$ cat src/rtl/gsa_pkg.sv
package gsa_pkg;

  localparam int unsigned DATA_W = 32;
  localparam int unsigned SUM_W  = 2 * DATA_W;

  // word indices (byte offset / 4)
  localparam int unsigned WORD_SUM_LO = 0;
  localparam int unsigned WORD_SUM_HI = 1;
  localparam int unsigned WORD_CTRL   = 2;

  // end-of-interrupt command bit in the control word
  localparam int unsigned EOI_BIT = 0;

  typedef enum logic {
    ST_ARMED = 1'b0,
    ST_FIRED = 1'b1
  } irq_state_e;

endpackage

$ cat src/rtl/gsa_group_or.sv
module gsa_group_or #(
  parameter int unsigned NUM_PINS       = 184,
  parameter int unsigned PINS_PER_GROUP = 4,
  parameter int unsigned GROUPS         = (NUM_PINS + PINS_PER_GROUP - 1) / PINS_PER_GROUP
) (
  input  logic [NUM_PINS-1:0] pend_i,
  output logic [GROUPS-1:0]   group_o
);

  localparam int unsigned PAD_W = GROUPS * PINS_PER_GROUP;

  logic [PAD_W-1:0] padded;

  // pins beyond NUM_PINS in a partial last group are tied to zero
  assign padded = PAD_W'(pend_i);

  for (genvar g = 0; g < GROUPS; g++) begin : g_grp
    assign group_o[g] = |padded[g*PINS_PER_GROUP +: PINS_PER_GROUP];
  end

endmodule

$ cat src/rtl/gsa_regfile.sv
module gsa_regfile
  import gsa_pkg::*;
#(
  parameter int unsigned ADDR_W = 4,
  parameter int unsigned GROUPS = 46
) (
  input  logic [ADDR_W-1:0] addr_i,
  input  logic              wen_i,
  input  logic [DATA_W-1:0] wdata_i,
  input  logic [GROUPS-1:0] group_i,
  output logic [DATA_W-1:0] rdata_o,
  output logic              eoi_o
);

  localparam int unsigned WORD_W = ADDR_W - 2;

  logic [WORD_W-1:0] word;
  logic [SUM_W-1:0]  summary;

  assign word    = addr_i[ADDR_W-1:2];
  assign summary = SUM_W'(group_i);

  always_comb begin
    rdata_o = '0;
    unique case (word)
      WORD_W'(WORD_SUM_LO): rdata_o = summary[DATA_W-1:0];
      WORD_W'(WORD_SUM_HI): rdata_o = summary[SUM_W-1:DATA_W];
      default:              rdata_o = '0;
    endcase
  end

  // the command bit is not stored: it acts only in the cycle of the write
  assign eoi_o = wen_i && (word == WORD_W'(WORD_CTRL)) && wdata_i[EOI_BIT];

endmodule

$ cat src/rtl/gsa_irq_ctrl.sv
module gsa_irq_ctrl
  import gsa_pkg::*;
(
  input  logic clk_i,
  input  logic rst_ni,
  input  logic any_pend_i,
  input  logic eoi_i,
  output logic irq_o,
  output logic armed_o
);

  irq_state_e state_q, state_d;
  logic       irq_q, irq_d;

  always_comb begin
    state_d = state_q;
    irq_d   = 1'b0;
    unique case (state_q)
      ST_ARMED: begin
        if (any_pend_i) begin
          state_d = ST_FIRED;
          irq_d   = 1'b1;
        end
      end
      ST_FIRED: begin
        if (eoi_i) state_d = ST_ARMED;
      end
      default: state_d = ST_ARMED;
    endcase
  end

  always_ff @(posedge clk_i or negedge rst_ni) begin
    if (!rst_ni) begin
      state_q <= ST_ARMED;
      irq_q   <= 1'b0;
    end else begin
      state_q <= state_d;
      irq_q   <= irq_d;
    end
  end

  assign irq_o   = irq_q;
  assign armed_o = (state_q == ST_ARMED);

endmodule

$ cat src/rtl/gsa_irq_aggregator.sv
module gsa_irq_aggregator
  import gsa_pkg::*;
#(
  parameter int unsigned NUM_PINS       = 184,
  parameter int unsigned PINS_PER_GROUP = 4,
  parameter int unsigned ADDR_W         = 4
) (
  input  logic                clk_i,
  input  logic                rst_ni,
  input  logic [NUM_PINS-1:0] pend_i,
  input  logic [ADDR_W-1:0]   reg_addr_i,
  input  logic                reg_wen_i,
  input  logic [DATA_W-1:0]   reg_wdata_i,
  output logic [DATA_W-1:0]   reg_rdata_o,
  output logic                irq_o
);

  localparam int unsigned GROUPS = (NUM_PINS + PINS_PER_GROUP - 1) / PINS_PER_GROUP;

  logic              rst_meta_q, rst_sync_n;
  logic [GROUPS-1:0] group_w;
  logic              eoi_w;
  logic              armed_w;

  // reset asserts at once, releases after two clock edges
  always_ff @(posedge clk_i or negedge rst_ni) begin
    if (!rst_ni) begin
      rst_meta_q <= 1'b0;
      rst_sync_n <= 1'b0;
    end else begin
      rst_meta_q <= 1'b1;
      rst_sync_n <= rst_meta_q;
    end
  end

  gsa_group_or #(
    .NUM_PINS      (NUM_PINS),
    .PINS_PER_GROUP(PINS_PER_GROUP),
    .GROUPS        (GROUPS)
  ) u_group (
    .pend_i (pend_i),
    .group_o(group_w)
  );

  gsa_regfile #(
    .ADDR_W(ADDR_W),
    .GROUPS(GROUPS)
  ) u_regs (
    .addr_i (reg_addr_i),
    .wen_i  (reg_wen_i),
    .wdata_i(reg_wdata_i),
    .group_i(group_w),
    .rdata_o(reg_rdata_o),
    .eoi_o  (eoi_w)
  );

  gsa_irq_ctrl u_irq (
    .clk_i     (clk_i),
    .rst_ni    (rst_sync_n),
    .any_pend_i(|group_w),
    .eoi_i     (eoi_w),
    .irq_o     (irq_o),
    .armed_o   (armed_w)
  );

endmodule

$ cat config.mk
export PLATFORM = sky130hd
export DESIGN_NAME = gsa_irq_aggregator
export DESIGN_NICKNAME = d
export VERILOG_FILES = /design/src/rtl/gsa_pkg.sv /design/src/rtl/gsa_group_or.sv /design/src/rtl/gsa_regfile.sv /design/src/rtl/gsa_irq_ctrl.sv /design/src/rtl/gsa_irq_aggregator.sv
export SDC_FILE = /design/constraint.sdc
export NUM_CORES = 1
export LEC_CHECK = 0
export ABC_AREA = 1
export BUFFER_PORTS_ARGS = -buffer_cell sky130_fd_sc_hd__buf_4
export CELL_PAD_IN_SITES_DETAIL_PLACEMENT = 0
export CELL_PAD_IN_SITES_GLOBAL_PLACEMENT = 1
export CORE_MARGIN = 1
export CORE_UTILIZATION = 11
export DETAILED_ROUTE_END_ITERATION = 8
export PLACE_DENSITY_LB_ADDON = 0.1
export SYNTH_ARGS = -nofsm -noshare
export SYNTH_HDL_FRONTEND = slang
export SYNTH_SLANG_ARGS = --single-unit
$ cat constraint.sdc
create_clock -name clk_i -period 1.5 [get_ports clk_i]
set_input_delay 0.45 -clock clk_i [delete_from_list [all_inputs] [get_ports clk_i]]
set_output_delay 0.45 -clock clk_i [all_outputs]
set_load 0.02 [all_outputs]
# [Word-level counts from Yosys, hierarchy flattened]
# Index checks and enable logic that the tools add are counted.
[op_classes] n_addsub=0 multipliers=0 div=0 n_lt_le_gt_ge=0 eq_ne=2 shifts=0 mux=5 bitwise_logic=1 n_reduce_logical=50
[ops] operator="$reduce_or 184->1" n=1
[ops] operator="$reduce_or 4->1" n=46
[ops] operator="$pmux 32 s2" n=1
[ops] operator="$mux 1" n=3
[ops] operator="$eq 2x1->1 const B" n=1
[ops] operator="$eq 2x2->1 const B" n=1
[ops] operator="$logic_and 1x1->1" n=2
[ops] operator="$logic_not 2->1" n=1
[ops] operator="$pmux 1 s2" n=1
[ops] operator="$not 1->1" n=1
[totals] register_bits=4 latch_bits=0 ramBits=0 mem_bits_ro=0 in_bits=223 output_inout_bits=33 wordCells=62 n_memories=0

# [Logic depth before layout (Yosys ltp)]
[logic_depth] depth_word=5 mapped_depth=10 ltp_nobuf=10

# [Hierarchy]
# Synthesis repeated with hierarchy kept, for this count alone.
[hier_totals] hier_cells=280 area_unflattened_um2=1227.4
[by_module_without_submodules] mod="gsa_group_or" instances=1 cells_each=138 area_each_um2=518.0 seq_area_each_um2=0.0
[by_module_without_submodules] mod="gsa_regfile" instances=1 cells_each=90 area_each_um2=416.6 seq_area_each_um2=0.0
[by_module_without_submodules] mod="gsa_irq_aggregator" instances=1 cells_each=44 area_each_um2=215.2 seq_area_each_um2=50.0
[by_module_without_submodules] mod="gsa_irq_ctrl" instances=1 cells_each=8 area_each_um2=77.6 seq_area_each_um2=50.0

# [Least setup slack after synthesis]
# No wires, ideal clock.
[synth_timing] kind="input port to output port" startpoint="input port reg_addr_i[3]" endpoint="output port reg_rdata_o[13]" arrival_time_ns=1.210 required_time_ns=1.050 setup_slack_ns=-0.160 path_stages=4 n_path_buf=1 cell_sequence="nor2_1 > inv_2 > buf_2 > o22ai_1"
[synth_via] elab_chain_cells=2
[synth_lines] item="start, declared" line="gsa_irq_aggregator.sv:11" text="input logic [ADDR_W-1:0] reg_addr_i,"
[synth_lines] item="$eq 2x1->1 or $logic_not 2->1 (tied branches)" line="gsa_regfile.sv:25" text="unique case (word)"
[synth_lines] item="$pmux 32 s2 (*)" line="gsa_regfile.sv:25"
[synth_lines] item="end, declared" line="gsa_irq_aggregator.sv:14" text="output logic [DATA_W-1:0] reg_rdata_o,"
# Every way passes the cells marked *; elsewhere a longest branch is shown, timed or not.

# [Final worst setup path]
[layout_timing] startpoint="input port reg_addr_i[3]" endpoint="output port reg_rdata_o[6]"
# The elaborated chain is that of the path after synthesis.

==> flow_metrics.py <==
metrics = {
    "status": {
        "outcome": "complete, but fails checks",
        "violations": "setup timing",
    },
    "die": {
        "fp.dieW_um": 104,
        "core-area_um2": 9950,
        "rows": 36,
        "io_pins": 256,
        "die-height_um": 104,
        "dieArea_um2": 10900,
        "start_util": 0.116,
    },
    "synthesis": {
        "synth_common_cells": "nor2_1 (123), nand2_1 (80), nand3_1 (12)",
        "ys_warn_count": 0,
        "synth_ff_type": "dfrtp_1",
        "yosysSeqAreaShare": 0.0870,
        "synth_area_leaders": "nor2_1 (40%), nand2_1 (26%), dfrtp_1 (8.7%), and2_1 (6.0%), nand3_1 (5.2%)",
        "synth-seq-cells": 4,
        "synth-edff-count": 0,
        "synth_fp_nets": 487,
        "synth_top_area_frac": 0.401,
        "yosys.area.top_type": "nor2_1",
        "syn_area_per_cell_um2": 4.36,
        "ys_types": 15,
        "yosysMostFrequentCell": "nor2_1",
        "syn_inst": 264,
        "synthArstFlopShare": 1.00,
        "syn_area_um2": 1150,
    },
    "power_and_ir_drop": {
        "ir_drop_uv": 263,
        "total_power_mw": 1.33,
        "p_leak_nw": 1.82,
        "p_per_area_nw_per_um2": 366,
    },
    "place": {
        "placed_cell_area_um2": 3380,
        "io_buffers": 222,
        "dp.final_hpwl_um": 6210,
        "gp_congestion": 0.678,
    },
    "detailed_routing": {
        "avgRoutedWirePerCell_um": 10.8,
        "vias": 2438,
        "wl_met1_um": 2650,
        "drc": 0,
        "drt-vias-per-instance": 3.79,
        "wl_met3_um": 673,
        "wl_um": 6920,
        "drtAntennaViolNets": 0,
        "wl_met2_um": 3550,
        "dr.pass1.iters": 4,
        "top_layer": "met4",
        "drt-initial-drc-count": 78,
    },
    "clocking": {
        "root_buffer": "clkbuf_8",
        "cts_hold_buf": 0,
        "cts.sinks": 4,
        "clock_path_buffers": 2,
        "cts_tree": "yes",
        "clk_latency_ns": 0.21,
        "cts_max_level": 1,
        "cts_made_buffers": 3,
        "clk_pin_slew_ns": 0.03,
    },
    "critical_path": {
        "endpoint_kind": "primary output",
        "cp_max_fo": 7,
        "setup.worst_path.start_class": "primary input",
        "required_ns": 1.05,
        "arrival_ns": 1.18,
        "path_class": "primary input to primary output",
    },
    "finish": {
        "final_nets": 735,
        "antennaDiodeCount": 0,
        "area_growth_pct": 216,
        "multi_input_area_um2": 1310,
        "fill_cells": 1059,
        "area.sequential_um2": 100,
        "finalInstanceArea_um2": 3640,
        "layout-drive-gt1-share": 0.590,
    },
    "global_route": {
        "grt_pass1_wl_um": 11200,
        "antenna_found_initial": 0,
        "grt_max_degree": 13,
        "grt_pass1_vias": 2530,
        "grt_usage": 0.124,
        "grt_overflow": 0,
    },
    "sta": {
        "setup_violations": 32,
        "fin_setup_tns_ns": -3.12,
        "fmax_ghz": 0.612,
        "fin_crit_ns": 1.63,
        "hold_viol": 0,
        "skew_ns": 0.00322,
        "fin_ws_ns": -0.134,
        "rsz0062_at_grt": "yes",
        "min_period_over_period": 1.09,
        "drv_slew": 0,
    },
    "min_path": {
        "hp-class": "primary input to asynchronous set/reset pin",
    },
    "flow_run": {
        "max_cap_viol_count": 0,
    },
}
## cells by family (layout without fill, tap and decap cells)
family | after synthesis | after routing | synth area share
simple gates | 228 | 228 | 0.785
other cells | 1 | 1 | 0.00326
compound gates | 14 | 14 | 0.0663
buf+inv | 17 | 263 | 0.0587
flops | 4 | 4 | 0.0870
## cell usage in the layout, fill, tap and decap left out
cell type,netlist,layout
clkbuf_8,0,3
nor2_2,1,7
nand2_4,0,1
conb_1,1,1
nand3_1,12,12
inv_2,3,3
buf_4,0,223
o31ai_1,1,1
buf_8,0,1
and2_1,11,9
o22ai_2,0,1
o22ai_4,0,2
nand2_1,80,76
nand2_2,0,3
nor2_1,123,98
a21oi_4,0,10
inv_4,0,1
buf_12,0,2
buf_6,0,22
inv_1,9,8
dfrtp_1,4,4
and2_4,0,3
nor2_4,0,19
## path summary, 6_finish.rpt
path	cells after the start	startpoint	slack, ns	end
max	6	reg_addr_i[3]	-0.13	reg_rdata_o[6]
min	1	rst_ni	0.01	rst_sync_n
max reg2reg	2	u_irq.state_q	0.87	u_irq.state_q
min reg2reg	0	rst_sync_n	0.02	u_irq.irq_o
max in group asynchronous	0	rst_sync_n	1.37	u_irq.state_q
min in group clk_i	0	rst_meta_q	0.34	rst_sync_n
## power breakdown
| part | internal (mW) | total [mW] | switching (mW) | leakage, nW |
|---|---|---|---|---|
| Clock | 0.171 | 0.221 | 0.0507 | 0.0216 |
| Sequential | 0.134 | 0.144 | 0.00980 | 0.0464 |
| Combinational | 0.577 | 0.969 | 0.392 | 1.76 |
| Total | 0.881 | 1.33 | 0.453 | 1.82 |
## through the flow
step | worst slack, ns | util | cells | hold WS, ns
floorplan | -0.0182 | - | 264 | 0.0111
global placement | -0.288 | 0.340 | 640 | 0.0192
detailed placement | -0.271 | 0.340 | 640 | 0.0233
CTS | -0.165 | 0.357 | 644 | 0.00895
global route | -0.178 | 0.366 | 643 | 0.00640
finish | -0.134 | 0.366 | 643 | 0.0146
## worst max-delay path, stage by stage
cell     delay (ns)
buf_8          0.10
nor2_4         0.12
inv_4          0.07
buf_12         0.15
o22ai_4        0.14
buf_6          0.14
## layout make-up
type,instances,area share
clock buffers,3,0.0113
inverters,12,0.0131
multi-input cells,243,0.360
flip-flops and latches,4,0.0275
well taps,133,0.0457
repair buffers,248,0.543
## metal layers
metal	GRT usage	vias to the layer above
li1	-	1297
met1	0.142	995
met2	0.234	142
met3	0.0282	4
met4	0.0194	0
met5	0	-
## sequential cells by signal, summed over array words and instances, names as in the netlist
signal         count
rst_meta_q         1
rst_sync_n         1
u_irq.irq_o        1
u_irq.state_q      1
## timing repair
action | 4_1_cts | 5_1_grt
resized for setup | 37 | 26
setup buffers | 1 | 0
setup endpoints to repair | 34 | 34
pin swaps | 4 | 14
Power figures use the tool's default switching activity.
